--- src/rtl/irq_agg_pkg.sv ---
package irq_agg_pkg;

    localparam int unsigned REG_W     = 32;
    localparam int unsigned OFS_W     = 12;
    localparam int unsigned IDX_W     = $clog2(REG_W);
    localparam int unsigned DESC_W    = 16;
    localparam int unsigned EXT_POS   = 25;
    localparam int unsigned ABORT_POS = 26;

    // offsets software decodes
    localparam logic [OFS_W-1:0] OFS_STATUS = 12'h500;
    localparam logic [OFS_W-1:0] OFS_MASK   = 12'h504;
    localparam logic [OFS_W-1:0] OFS_ENABLE = 12'h508;

    // bits that physically exist in status and mask
    localparam logic [REG_W-1:0] IMPL_BITS =
        ((REG_W'(1) << DESC_W) - REG_W'(1)) |
        (REG_W'(1) << EXT_POS) |
        (REG_W'(1) << ABORT_POS);

    typedef enum logic [1:0] {
        SEL_NONE,
        SEL_STATUS,
        SEL_MASK,
        SEL_ENABLE
    } reg_sel_e;

    function automatic reg_sel_e decode_ofs(input logic [OFS_W-1:0] ofs);
        if (ofs == OFS_STATUS)      return SEL_STATUS;
        else if (ofs == OFS_MASK)   return SEL_MASK;
        else if (ofs == OFS_ENABLE) return SEL_ENABLE;
        else                        return SEL_NONE;
    endfunction

endpackage

--- src/rtl/irq_line_sync.sv ---
module irq_line_sync #(
    parameter int unsigned STAGES = 2
) (
    input  logic clk,
    input  logic rst_n,
    input  logic line_n,
    output logic active
);
    localparam int unsigned LAST = STAGES - 1;

    logic [STAGES-1:0] chain_q;

    always_ff @(posedge clk or negedge rst_n) begin
        if (!rst_n) begin
            chain_q <= '1;
        end else begin
            chain_q <= {chain_q[STAGES-2:0], line_n};
        end
    end

    assign active = ~chain_q[LAST];

endmodule

--- src/rtl/irq_agg_regs.sv ---
module irq_agg_regs
    import irq_agg_pkg::*;
(
    input  logic             clk,
    input  logic             rst_n,
    input  logic             wr,
    input  reg_sel_e         sel,
    input  logic [REG_W-1:0] wdata,
    input  logic [REG_W-1:0] set_vec,
    output logic [REG_W-1:0] status_q,
    output logic [REG_W-1:0] mask_q,
    output logic             en_q,
    output logic [REG_W-1:0] status_n,
    output logic [REG_W-1:0] mask_n,
    output logic             en_n
);
    logic [REG_W-1:0] clr_vec;

    always_comb begin
        clr_vec  = (wr && sel == SEL_STATUS) ? (wdata & IMPL_BITS) : '0;
        // a set in the same cycle overrides the clear
        status_n = ((status_q & ~clr_vec) | set_vec) & IMPL_BITS;
        mask_n   = (wr && sel == SEL_MASK) ? (wdata & IMPL_BITS) : mask_q;
        en_n     = (wr && sel == SEL_ENABLE) ? wdata[0] : en_q;
    end

    always_ff @(posedge clk or negedge rst_n) begin
        if (!rst_n) begin
            status_q <= '0;
            mask_q   <= '0;
            en_q     <= 1'b0;
        end else begin
            status_q <= status_n;
            mask_q   <= mask_n;
            en_q     <= en_n;
        end
    end

    // a status bit may fall only where software wrote a one
    a_r3_fall_needs_clear: assert property (@(posedge clk) disable iff (!rst_n)
        (($past(status_q) & ~status_q & ~$past(clr_vec)) == '0));

    // every requested set is present after the edge
    a_r5_set_wins: assert property (@(posedge clk) disable iff (!rst_n)
        (set_vec != '0) |=> ((status_q & $past(set_vec & IMPL_BITS)) == $past(set_vec & IMPL_BITS)));

    // nonexistent bits stay zero
    a_r2_unused_zero: assert property (@(posedge clk) disable iff (!rst_n)
        ((status_q & ~IMPL_BITS) == '0) && ((mask_q & ~IMPL_BITS) == '0));

endmodule

--- src/rtl/irq_lowest_pick.sv ---
module irq_lowest_pick #(
    parameter int unsigned W     = 32,
    parameter int unsigned IDX_W = $clog2(W)
) (
    input  logic             clk,
    input  logic             rst_n,
    input  logic [W-1:0]     pending,
    output logic [IDX_W-1:0] idx,
    output logic             vld
);
    always_comb begin
        idx = '0;
        vld = 1'b0;
        for (int i = W - 1; i >= 0; i--) begin
            if (pending[i]) begin
                idx = IDX_W'(i);
                vld = 1'b1;
            end
        end
    end

    // the chosen bit is pending and nothing below it is
    a_r8_lowest: assert property (@(posedge clk) disable iff (!rst_n)
        vld |-> (pending[idx] && ((pending & ((W'(1) << idx) - W'(1))) == '0)));

    a_r8_valid_iff_any: assert property (@(posedge clk) disable iff (!rst_n)
        vld == (pending != '0));

endmodule

--- src/rtl/irq_status_agg.sv ---
module irq_status_agg
    import irq_agg_pkg::*;
#(
    parameter int unsigned SYNC_STAGES = 2
) (
    input  logic              clk,
    input  logic              rst_n,
    input  logic              reg_wr,
    input  logic [OFS_W-1:0]  reg_addr,
    input  logic [REG_W-1:0]  reg_wdata,
    output logic [REG_W-1:0]  reg_rdata,
    input  logic [DESC_W-1:0] desc_evt,
    input  logic              bus_abort,
    input  logic              ext_irq_n,
    output logic              irq_o,
    output logic [IDX_W-1:0]  pend_idx,
    output logic              pend_vld
);
    reg_sel_e         sel;
    logic             ext_active;
    logic [REG_W-1:0] set_vec;
    logic [REG_W-1:0] status_q, mask_q, status_n, mask_n;
    logic             en_q, en_n;
    logic             irq_q;

    assign sel = decode_ofs(reg_addr);

    irq_line_sync #(.STAGES(SYNC_STAGES)) u_sync (
        .clk    (clk),
        .rst_n  (rst_n),
        .line_n (ext_irq_n),
        .active (ext_active)
    );

    always_comb begin
        set_vec             = '0;
        set_vec[DESC_W-1:0] = desc_evt;
        set_vec[EXT_POS]    = ext_active;
        set_vec[ABORT_POS]  = bus_abort;
    end

    irq_agg_regs u_regs (
        .clk      (clk),
        .rst_n    (rst_n),
        .wr       (reg_wr),
        .sel      (sel),
        .wdata    (reg_wdata),
        .set_vec  (set_vec),
        .status_q (status_q),
        .mask_q   (mask_q),
        .en_q     (en_q),
        .status_n (status_n),
        .mask_n   (mask_n),
        .en_n     (en_n)
    );

    irq_lowest_pick #(.W(REG_W), .IDX_W(IDX_W)) u_pick (
        .clk     (clk),
        .rst_n   (rst_n),
        .pending (status_q & mask_q),
        .idx     (pend_idx),
        .vld     (pend_vld)
    );

    // registered from next state so it lines up with the registers
    always_ff @(posedge clk or negedge rst_n) begin
        if (!rst_n) begin
            irq_q <= 1'b0;
        end else begin
            irq_q <= ((status_n & mask_n) != '0) && en_n;
        end
    end

    assign irq_o = irq_q;

    always_comb begin
        unique case (sel)
            SEL_STATUS: reg_rdata = status_q;
            SEL_MASK:   reg_rdata = mask_q;
            SEL_ENABLE: reg_rdata = {{(REG_W-1){1'b0}}, en_q};
            SEL_NONE:   reg_rdata = '0;
        endcase
    end

    // the level matches the current register contents
    a_r6_irq_level: assert property (@(posedge clk) disable iff (!rst_n)
        irq_o == (((status_q & mask_q) != '0) && en_q));

    // enable off means no interrupt
    a_r6_enable_gates: assert property (@(posedge clk) disable iff (!rst_n)
        !en_q |-> !irq_o);

    // an abort pulse shows up on the next edge
    a_r4_abort_sets: assert property (@(posedge clk) disable iff (!rst_n)
        bus_abort |=> status_q[ABORT_POS]);

endmodule

--- config.mk ---
export PLATFORM = sky130hd
export DESIGN_NAME = irq_status_agg
export DESIGN_NICKNAME = d
export VERILOG_FILES = /design/src/rtl/irq_agg_pkg.sv /design/src/rtl/irq_line_sync.sv /design/src/rtl/irq_agg_regs.sv /design/src/rtl/irq_lowest_pick.sv /design/src/rtl/irq_status_agg.sv
export SDC_FILE = /design/constraint.sdc
export NUM_CORES = 1
export LEC_CHECK = 0
export CAP_MARGIN = 5
export CORE_MARGIN = 1
export CORE_UTILIZATION = 35
export DETAILED_ROUTE_END_ITERATION = 16
export PLACE_DENSITY = 0.72
export SLEW_MARGIN = 20
export SYNTH_ARGS = -nofsm -noshare
export SYNTH_HDL_FRONTEND = slang
export SYNTH_SLANG_ARGS = --single-unit
--- constraint.sdc ---
create_clock -name clk -period 3.15 [get_ports clk]
set_input_delay 0.945 -clock clk [delete_from_list [all_inputs] [get_ports clk]]
set_output_delay 0.945 -clock clk [all_outputs]
set_load 0.01 [all_outputs]
======== Yosys cells after proc, flatten, opt, wreduce, memory -nomap -nowiden ========
Cells that the tools add are included.
W data, S select, Z words.
word-level totals
  bits in registers ....................... 54
  input bits .............................. 65
  output and inout bits ................... 39
  logic and storage cells ................. 94
cells by class
  equal/unequal tests ..................... 6
  muxes and demuxes ....................... 71
  bitwise logic cells ..................... 6
  reduce and logical (&&, ||, !) cells .... 6
operator list
  cell                    number
  $mux W5                 32
  $pmux W32 S4            1
  $and A27 B32 Y32        2
  $eq A12 B11 Y1 const B  3
  $mux W1                 33
  $mux W32                1
  $reduce_bool A32 Y1     1
  $and A27 B27 Y27        1
  $mux W27                1
  $not A27 Y27            1
  $or A27 B27 Y27         1
  $mux W2                 3
  $eq A2 B2 Y1 const B    2
  $logic_and A1 B1 Y1     4
  $eq A2 B1 Y1 const B    1
  $logic_not A2 Y1        1
  $not A1 Y1              1

======== Logic depth before layout (Yosys ltp) ========
Gate-level depths: netlist of run 1.
  word-level depth ........................ 33
  gate-level depth with buffers ........... 10
  gate-level depth less buffers ........... 7

======== Modules after synthesis ========
A second synthesis of run 1 with hierarchy kept.
unflattened totals
  cell total of the unflattened synthesis .. 379
  area total of the unflattened synthesis .. 3578.4 um^2
modules (own cells, without submodules)
  module           times used  cells each  area an instance (um^2)  seq. area each (um^2)
  irq_agg_regs     1           175         2144.6                   1276.2
  irq_status_agg   1           136         1007.2                   25.0
  irq_lowest_pick  1           65          370.4                    0.0
  irq_line_sync    1           3           56.3                     52.6

======== Least setup slack after synthesis of run 1 ========
Ideal clock, no wire load.
  path kind ............................... in2out
  from .................................... in reg_addr[5]
  to ...................................... out reg_rdata[10]
  data arrival time ....................... 2.383 ns
  setup slack ............................. -0.178 ns
  stages on the path ...................... 5
  path buffers ............................ 1
  cells stage by stage .................... nor4_4 > nand3_4 > nor3_1 > clkbuf_1 > a22o_1
on the way
  word-level cells in the longest chain between the ends .. 6
  elaborated cells between the ends (all ways) .. 11
  classes of those cells .................. eq/ne: 6; mux: 4; reduce/logical: 1
ends and longest elaborated chain
  element                                     line                  RTL
  start, declared                             irq_status_agg.sv:9   input logic [OFS_W-1:0] reg_addr,
  $eq A12 B11 Y1                              irq_agg_pkg.sv:31     else if (ofs == OFS_ENABLE) return SEL_ENABLE;
  $mux W2                                     irq_agg_pkg.sv:31
  $mux W2                                     irq_agg_pkg.sv:30     else if (ofs == OFS_MASK) return SEL_MASK;
  $mux W2 (*)                                 irq_agg_pkg.sv:29     if (ofs == OFS_STATUS) return SEL_STATUS;
  $eq A2 B2 Y1, or another cell as far along  irq_status_agg.sv:77  unique case (sel)
  $pmux W32 S4 (*)                            irq_status_agg.sv:77
  end, declared                               irq_status_agg.sv:11  output logic [REG_W-1:0] reg_rdata,
Mark *: on every way between the ends. The rest lies on a longest branch, timed or not.

======== Final worst setup path of run 1 ========
  from .................................... in reg_addr[4]
  to ...................................... out reg_rdata[7]
Same word-level chain as after synthesis.

==> impl_summary.log, run 1 <==
INFO  metric run_status = finished, violations left
INFO  metric failed_checks = negative setup slack
INFO  metric die-height = 81.7 um
INFO  metric numPlacedInstances = 377
INFO  metric detail_route.wl_per_cell = ~16 um
INFO  metric gr-usage-all-layers = 20.1%
INFO  metric drt_first_pass_iters = 5
INFO  metric initial_utilization = between 30% and 40%
INFO  metric rows = 28
INFO  metric timing.critical_path.to_type = output pin
INFO  metric fp.dieW = between 80 and 90 um
INFO  metric wire_length_of_the_first_global_routing_pass = slightly below 10 mm
INFO  metric core-area = approximately 0.006 sq mm
INFO  metric detail_route.wirelength = 6.45 mm
INFO  metric yosys_register_bits = 40
INFO  metric detail_route.vias_per_cell = about 5.2
INFO  metric crit_path_cell_trace = buf_6 > nor4_4 > nand3_4 > buf_6 > nor3_4 > buf_6 > buf_6 > a22o_1 > buf_2
INFO  metric yosys_warnings = 0
INFO  metric floorplan.io_pins = 104
INFO  metric critPathKind = primary input to output pin
INFO  metric final_hold_viol_count = 0
INFO  metric timing.critical_path.mode_cell = sky130_fd_sc_hd__buf_6
INFO  metric worstMarginPinSlew = 0.894 ns
INFO  metric max_cap_violations = 0
INFO  metric fill_cells = 545
INFO  metric design.die.area = 0.00667 sq mm
INFO  metric finalSetupViolCount = 16
INFO  metric clock_latency = a little under 0.3 ns
INFO  metric final_core_utilization = around 55%
INFO  metric crit_share_post_route = 104%
INFO  metric power.share.sequential = 51.5%
INFO  metric mostFrequentLayoutCell = sky130_fd_sc_hd__clkdlybuf4s50_1
INFO  metric place.gp.congestion = 0.744
INFO  metric total_negative_slack_for_setup_checks = -0.904 ns
INFO  metric largest_net_degree_at_the_start_of_global_routing = 41
INFO  metric layout_cells_sized_above_1 = around 30%
INFO  metric grt_antenna_before_repair = 0
INFO  metric power-per-cell-area = roughly 300 mW/mm^2
INFO  metric path_clk_slew = 0.07 ns
INFO  metric bufs_and_invs_on_worst_path = 5
INFO  metric cts.sinks = 40
INFO  metric ys_types = 39
INFO  metric layoutNonFillerInstCount = 395
INFO  metric route.vias.total = a little over 2000
INFO  metric port_bufs = 75
INFO  metric postLayoutSetupSlackWorst = -0.128 ns
INFO  metric crit_path_top_delay_cell = sky130_fd_sc_hd__nor4_4
INFO  metric ys_top_cells_by_area = sky130_fd_sc_hd__dfrtp_1 43%, sky130_fd_sc_hd__mux2_2 7.6%, sky130_fd_sc_hd__a22o_1 7.5%
INFO  metric grt_pass1_vias = slightly above 2000
INFO  metric postCtsHoldBufs = 0
INFO  metric critPathMaxStageDelay = between 0.3 and 0.4 ns
INFO  metric yosysSeqAreaShare = between 40% and 50%
INFO  metric synth_top_cell_by_area = sky130_fd_sc_hd__dfrtp_1
INFO  metric postSynthCellCount = ~210
INFO  metric postRouteAntennaNets = 0
INFO  metric worst_ep_arrival_time = around 2.3 ns
INFO  metric place_hpwl = 4.72 mm
INFO  metric max-vdd-ir-drop = 0.000230 V
INFO  metric critical_path_peak_fanout = 7
INFO  metric seqCellArea = between 0.001 and 0.0015 sq mm
INFO  metric cts_tree = built
INFO  metric combPwrFrac = roughly an eighth
INFO  metric critical_path_required = roughly 2.2 ns
INFO  metric synthesis.area = 0.00222 sq mm
INFO  metric kind_of_start_point_of_the_critical_path = primary input
INFO  metric max_freq = around 310 MHz
INFO  metric syn-mean-instance-area = 10.5 sq um
INFO  metric nNetsFinal = between 300 and 400
INFO  metric timing.max_slew.rel_slack = between 40% and 50%
INFO  metric synthToLayoutAreaGrowth = 50.3%
INFO  metric synth.top_cell.area_share = a little over two fifths
INFO  metric remaining_routing_drc_violations = 0
INFO  metric cts_max_path_buffers = 2
INFO  metric final_period_minus_worst_setup_slack = 3.28 ns
INFO  metric tritoncts.num_buffers = 5
INFO  metric switching_share = 21.9%
INFO  metric min_path_type = flop to flop
INFO  metric buffer_cell_driving_the_clock_tree_root = sky130_fd_sc_hd__clkbuf_8
INFO  metric p_clk_share = a little over a third
INFO  metric fin_skew = between 0.003 and 0.004 ns
INFO  metric most-common-layout-cells = 42 x sky130_fd_sc_hd__clkdlybuf4s50_1, 38 x sky130_fd_sc_hd__dfrtp_1, 35 x sky130_fd_sc_hd__nand2_1, 21 x sky130_fd_sc_hd__buf_2, 20 x sky130_fd_sc_hd__buf_4
INFO  metric cell_internal_pwr = 786 uW
INFO  metric p_sw = roughly 220 uW
INFO  metric multi_input_area = about 0.0012 sq mm
INFO  metric grt_setup_unrepaired = yes
INFO  metric crit_family = buffers and inverters
INFO  metric timing.final.max_slew_violations = 0
INFO  metric drt_iter0_drc = between 70 and 80
INFO  metric htree_levels = 2
INFO  metric number_of_diodes_added_for_antenna_fixing = 0
INFO  metric grt.overflow.total = 0
INFO  metric cellLeakagePower = 1.49 nW
[flip-flops by register name (all words and copies together), names as in the netlist]
name             flops
u_regs.status_q     18
irq_o                1
u_regs.en_q          1
u_sync.chain_q       2
u_regs.mask_q       18
[layer usage]
| metal | share of wire (%) | vias up | GRT usage, % |
|---|---|---|---|
| met1 | 44 | 998 | 25.7 |
| met3 | 6.9 | 6 | 3.33 |
| met5 | 0 | - | 0 |
| li1 | - | 970 | - |
| met4 | 0.71 | 0 | 4.21 |
| met2 | 48 | 94 | 35.8 |
[path summary, 6_finish.rpt]
| check | start | endpoint | slack [ns] | cells past startpoint |
|---|---|---|---|---|
| setup / recovery | reg_addr[4] | reg_rdata[7] | -0.13 | 9 |
| hold / removal | u_sync.chain_q[0] | u_sync.chain_q[1] | 0.36 | 0 |
| setup reg to reg | u_regs.mask_q[25] | irq_o | 1.67 | 5 |
| hold reg to reg | u_sync.chain_q[0] | u_sync.chain_q[1] | 0.36 | 0 |
| max in group asynchronous | rst_n | u_regs.status_q[7] | 1.81 | 1 |
| min in group asynchronous | rst_n | u_regs.status_q[25] | 0.77 | 1 |
[cells by family after synthesis]
kind of cell | after synthesis | synth area share (%)
mux | 21 | 10.6
compound gates | 63 | 21.7
simple gates | 63 | 15.4
buf+inv | 24 | 6.87
flops | 40 | 45.2
other cells | 1 | 0.169
[what timing repair did]
action | 4_1_cts | 5_1_grt
pin swaps | 16 | 14
setup buffers | 10 | 0
endpoints found under the hold margin | 0 | 0
setup endpoints to repair | 21 | 22
gates cloned | 2 | 0
gates resized for setup | 122 | 7
[power groups by stage]
stage | Sequential, mW | Clock, mW | Combinational (mW)
after global placement | 0.528 | 0 | 0.121
final | 0.518 | 0.368 | 0.120
after detailed placement | 0.528 | 0 | 0.123
after global routing | 0.518 | 0.400 | 0.131
after CTS | 0.518 | 0.377 | 0.121
after floorplan | 0.528 | 0 | 0.0410
[per-stage QoR]
stage	power [mW]	worst slack, ns	area [sq um]	hold WS [ns]
2_1_floorplan	0.569	0.0711	2280	0.345
3_3_place_gp	0.649	-0.771	3200	0.347
5_1_grt	1.05	-0.228	3340	0.372
4_1_cts	1.02	-0.256	3370	0.367
6_report	1.01	-0.128	3340	0.365
3_5_place_dp	0.650	-0.763	3200	0.354
[synth_stat cells]
cell and n:
sky130_fd_sc_hd__dfrtp_1 38, sky130_fd_sc_hd__nand2_1 35, sky130_fd_sc_hd__a22o_1 19, sky130_fd_sc_hd__a21o_1 18, sky130_fd_sc_hd__mux2_2 15, sky130_fd_sc_hd__a22oi_1 14
sky130_fd_sc_hd__buf_4 14, sky130_fd_sc_hd__a21oi_1 4, sky130_fd_sc_hd__clkbuf_1 4, sky130_fd_sc_hd__nor2_1 4, sky130_fd_sc_hd__nor3_1 4, sky130_fd_sc_hd__a31oi_1 3
sky130_fd_sc_hd__inv_1 3, sky130_fd_sc_hd__mux2i_1 3, sky130_fd_sc_hd__nand3_1 3, sky130_fd_sc_hd__and2_1 2, sky130_fd_sc_hd__and4_1 2, sky130_fd_sc_hd__buf_2 2
sky130_fd_sc_hd__dfstp_2 2, sky130_fd_sc_hd__mux2_1 2, sky130_fd_sc_hd__nor3b_1 2, sky130_fd_sc_hd__o21ai_0 2, sky130_fd_sc_hd__a222oi_1 1, sky130_fd_sc_hd__a32o_1 1
sky130_fd_sc_hd__and2_0 1, sky130_fd_sc_hd__and3_1 1, sky130_fd_sc_hd__and4b_1 1, sky130_fd_sc_hd__and4bb_2 1, sky130_fd_sc_hd__buf_6 1, sky130_fd_sc_hd__conb_1 1
sky130_fd_sc_hd__mux2_4 1, sky130_fd_sc_hd__nand2b_1 1, sky130_fd_sc_hd__nand3_4 1, sky130_fd_sc_hd__nand3b_1 1, sky130_fd_sc_hd__nand4_1 1, sky130_fd_sc_hd__nor2b_1 1
sky130_fd_sc_hd__nor3_4 1, sky130_fd_sc_hd__nor4_4 1, sky130_fd_sc_hd__o211ai_1 1
[cell type report]
cell class                      instances  share of cell area (%)
Tap cell                               75                    2.81
Inverter                                3                   0.337
Timing Repair Buffer                  108                    28.8
Sequential cell                        40                    30.0
Clock buffer                            8                    3.00
Multi-Input combinational cell        161                    35.0
Power figures use the tool's default switching activity.
==> inputs of run 2 (changes only) <==
--- a/config.mk
+++ b/config.mk
@@ -10,6 +10,7 @@
 export CORE_UTILIZATION = 35
 export DETAILED_ROUTE_END_ITERATION = 16
 export PLACE_DENSITY = 0.72
+export SKIP_LAST_GASP = 1
 export SLEW_MARGIN = 20
 export SYNTH_ARGS = -nofsm -noshare
 export SYNTH_HDL_FRONTEND = slang
==> impl_summary.log, run 2 (synthesized netlist as in run 1, its figures left out) <==
INFO  metric run_status = finished, violations left
INFO  metric failed_checks = negative setup slack
INFO  metric critPathKind = primary input to output pin
INFO  metric power-per-cell-area = 301 mW/mm^2 (about the same)
INFO  metric route.vias.total = 2070 (+0.097%)
INFO  metric max-vdd-ir-drop = 0.000231 V (+0.22%)
INFO  metric place_hpwl = 4.72 mm (unchanged)
INFO  metric detail_route.wl_per_cell = 16.3 um (-0.12%)
INFO  metric kind_of_start_point_of_the_critical_path = primary input
INFO  metric cell_internal_pwr = 786 uW (about the same)
INFO  metric fp.dieW = 81.7 um (unchanged)
INFO  metric path_clk_slew = 0.07 ns (about the same)
INFO  metric cts.sinks = 40 (unchanged)
INFO  metric drt_iter0_drc = 95 (+34%)
INFO  metric grt_antenna_before_repair = 0 (unchanged)
INFO  metric rows = 28 (unchanged)
INFO  metric postCtsHoldBufs = 0 (unchanged)
INFO  metric finalSetupViolCount = 16 (unchanged)
INFO  metric critical_path_required = 2.20 ns (about the same)
INFO  metric layout_cells_sized_above_1 = 30.0% (unchanged)
INFO  metric top_flop_regs = u_regs.mask_q x18, u_regs.status_q x18, u_sync.chain_q x2
INFO  metric numPlacedInstances = 377 (unchanged)
INFO  metric critPathMaxStageDelay = 0.33 ns (about the same)
INFO  metric fin_hold_ws = 0.365 ns (+0.000133 ns)
INFO  metric nNetsFinal = 384 (unchanged)
INFO  metric final_period_minus_worst_setup_slack = 3.28 ns (+0.00529 ns)
INFO  metric layoutNonFillerInstCount = 395 (unchanged)
INFO  metric timing.critical_path.mode_cell = sky130_fd_sc_hd__buf_6
INFO  metric switching_share = 21.9% (-0.050 points)
INFO  metric max_freq = 305 MHz (-0.16%)
INFO  metric hold_path_startpoint = u_sync.chain_q[0]
INFO  metric timing.final.max_slew_violations = 0 (unchanged)
INFO  metric place.gp.congestion = 0.744 (unchanged)
INFO  metric p_clk_share = 36.6% (about the same)
INFO  metric p_sw = 220 uW (-0.29%)
INFO  metric floorplan.io_pins = 104 (unchanged)
INFO  metric clock_latency = 0.29 ns (about the same)
INFO  metric max_cap_violations = 0 (unchanged)
INFO  metric crit_share_post_route = 104% (+0.17 points)
INFO  metric worstMarginPinSlew = 0.892 ns (-0.00253 ns)
INFO  metric initial_utilization = 36.9% (unchanged)
INFO  metric die-height = 81.7 um (unchanged)
INFO  metric port_bufs = 75 (unchanged)
INFO  metric postLayoutSetupSlackWorst = -0.133 ns (-0.00529 ns)
INFO  metric grt.overflow.total = 0 (unchanged)
INFO  metric design.die.area = 0.00667 sq mm (unchanged)
INFO  metric gr-usage-all-layers = 20.1% (unchanged)
INFO  metric cts_max_path_buffers = 2 (unchanged)
INFO  metric final_core_utilization = 55.4% (unchanged)
INFO  metric number_of_diodes_added_for_antenna_fixing = 0 (unchanged)
INFO  metric timing.rr.start = u_regs.mask_q[25]
INFO  metric drt_first_pass_iters = 4 (-1)
INFO  metric worst_ep_arrival_time = 2.34 ns (about the same)
INFO  metric min_path_type = flop to flop
INFO  metric combPwrFrac = 11.9% (about the same)
INFO  metric mostFrequentLayoutCell = sky130_fd_sc_hd__clkdlybuf4s50_1
INFO  metric wire_length_of_the_first_global_routing_pass = 9.86 mm (unchanged)
INFO  metric power.share.sequential = 51.5% (about the same)
INFO  metric crit_start = reg_addr[4]
INFO  metric most-common-layout-cells = 42 x sky130_fd_sc_hd__clkdlybuf4s50_1, 38 x sky130_fd_sc_hd__dfrtp_1, 35 x sky130_fd_sc_hd__nand2_1, 21 x sky130_fd_sc_hd__buf_2, 20 x sky130_fd_sc_hd__buf_4
INFO  metric timing.critical_path.to_type = output pin
INFO  metric total_negative_slack_for_setup_checks = -0.997 ns (-0.0931 ns)
INFO  metric core-area = 0.00603 sq mm (unchanged)
INFO  metric cts_tree = built
INFO  metric tritoncts.num_buffers = 5 (unchanged)
INFO  metric postRouteAntennaNets = 0 (unchanged)
INFO  metric grt_setup_unrepaired = yes
INFO  metric final_hold_viol_count = 0 (unchanged)
INFO  metric critical_path_peak_fanout = 7 (unchanged)
INFO  metric largest_net_degree_at_the_start_of_global_routing = 41 (unchanged)
INFO  metric fin_skew = 0.00310 ns (-0.0000223 ns)
INFO  metric reg2reg_slack = 1.67 ns (about the same)
INFO  metric buffer_cell_driving_the_clock_tree_root = sky130_fd_sc_hd__clkbuf_8
INFO  metric synthToLayoutAreaGrowth = 50.3% (unchanged)
INFO  metric detail_route.wirelength = 6.44 mm (-0.12%)
INFO  metric grt_pass1_vias = 2049 (+0.098%)
INFO  metric crit_path_cell_trace = buf_6 > nor4_4 > nand3_4 > buf_6 > nor3_4 > buf_6 > buf_6 > a22o_1 > buf_2
INFO  metric remaining_routing_drc_violations = 0 (unchanged)
INFO  metric dpl_worst_slack = -0.763 ns (unchanged)
INFO  metric cellLeakagePower = 1.49 nW (unchanged)
INFO  metric htree_levels = 2 (unchanged)
INFO  metric crit_path_top_delay_cell = sky130_fd_sc_hd__nor4_4
INFO  metric timing.max_slew.rel_slack = 40.6% (+0.17 points)
INFO  metric detail_route.vias_per_cell = 5.24 (about the same)
[run 2: cell counts in the layout (fill, tap and decap cells not counted)]
Identical to the previous run, type by type.
[run 2: cell type report]
cell class / instances / area, sq um
fillers: 545 / 2690
well taps: 75 / 93.8
repair buffers: 108 / 963
multi-input cells: 161 / 1170
flip-flops and latches: 40 / 1000
inverters: 3 / 11.3
clock buffers: 8 / 100
[run 2: per-layer routing]
layer	vias to the layer above	GRT usage, %	wire (um)
met5	-	0	0
met4	0	4.21	44
met3	5	3.33	457
met2	89	35.8	3130
met1	1003	25.7	2800
li1	973	-	-
[run 2: through the flow]
| stage | cell area [sq um] | total power, mW |
|---|---|---|
| 5_1_grt | 3340 | 1.05 |
| 3_5_place_dp | 3200 | 0.650 |
| 4_1_cts | 3370 | 1.02 |
| 2_1_floorplan | 2280 | 0.569 |
| 6_report | 3340 | 1.01 |
| 3_3_place_gp | 3200 | 0.649 |
[run 2: critical path, delay by kind of cell]
family / cells / cell delay (ns)
compound gates: 1 / 0.12
buf+inv: 5 / 0.65
simple gates: 3 / 0.63
[run 2: power groups by stage]
stage,registers (mW),logic (mW),clock network (mW)
after detailed placement,0.528,0.123,0
after global routing,0.518,0.131,0.400
after global placement,0.528,0.121,0
after floorplan,0.528,0.0410,0
final,0.518,0.120,0.368
after CTS,0.518,0.121,0.377
[run 2: what timing repair did]
action | in CTS | in global routing
setup endpoints to repair | 21 | 22
pin swaps | 16 | 14
cloned | 2 | 0
setup buffers | 10 | 0
gates resized for setup | 122 | 7
[run 2: worst paths after layout]
check	cells after the start	end
setup reg to reg	5	irq_o
setup / recovery	9	reg_rdata[7]
hold reg to reg	0	u_sync.chain_q[1]
max in group asynchronous	1	u_regs.mask_q[4]
hold / removal	0	u_sync.chain_q[1]
min in group asynchronous	1	u_regs.status_q[25]
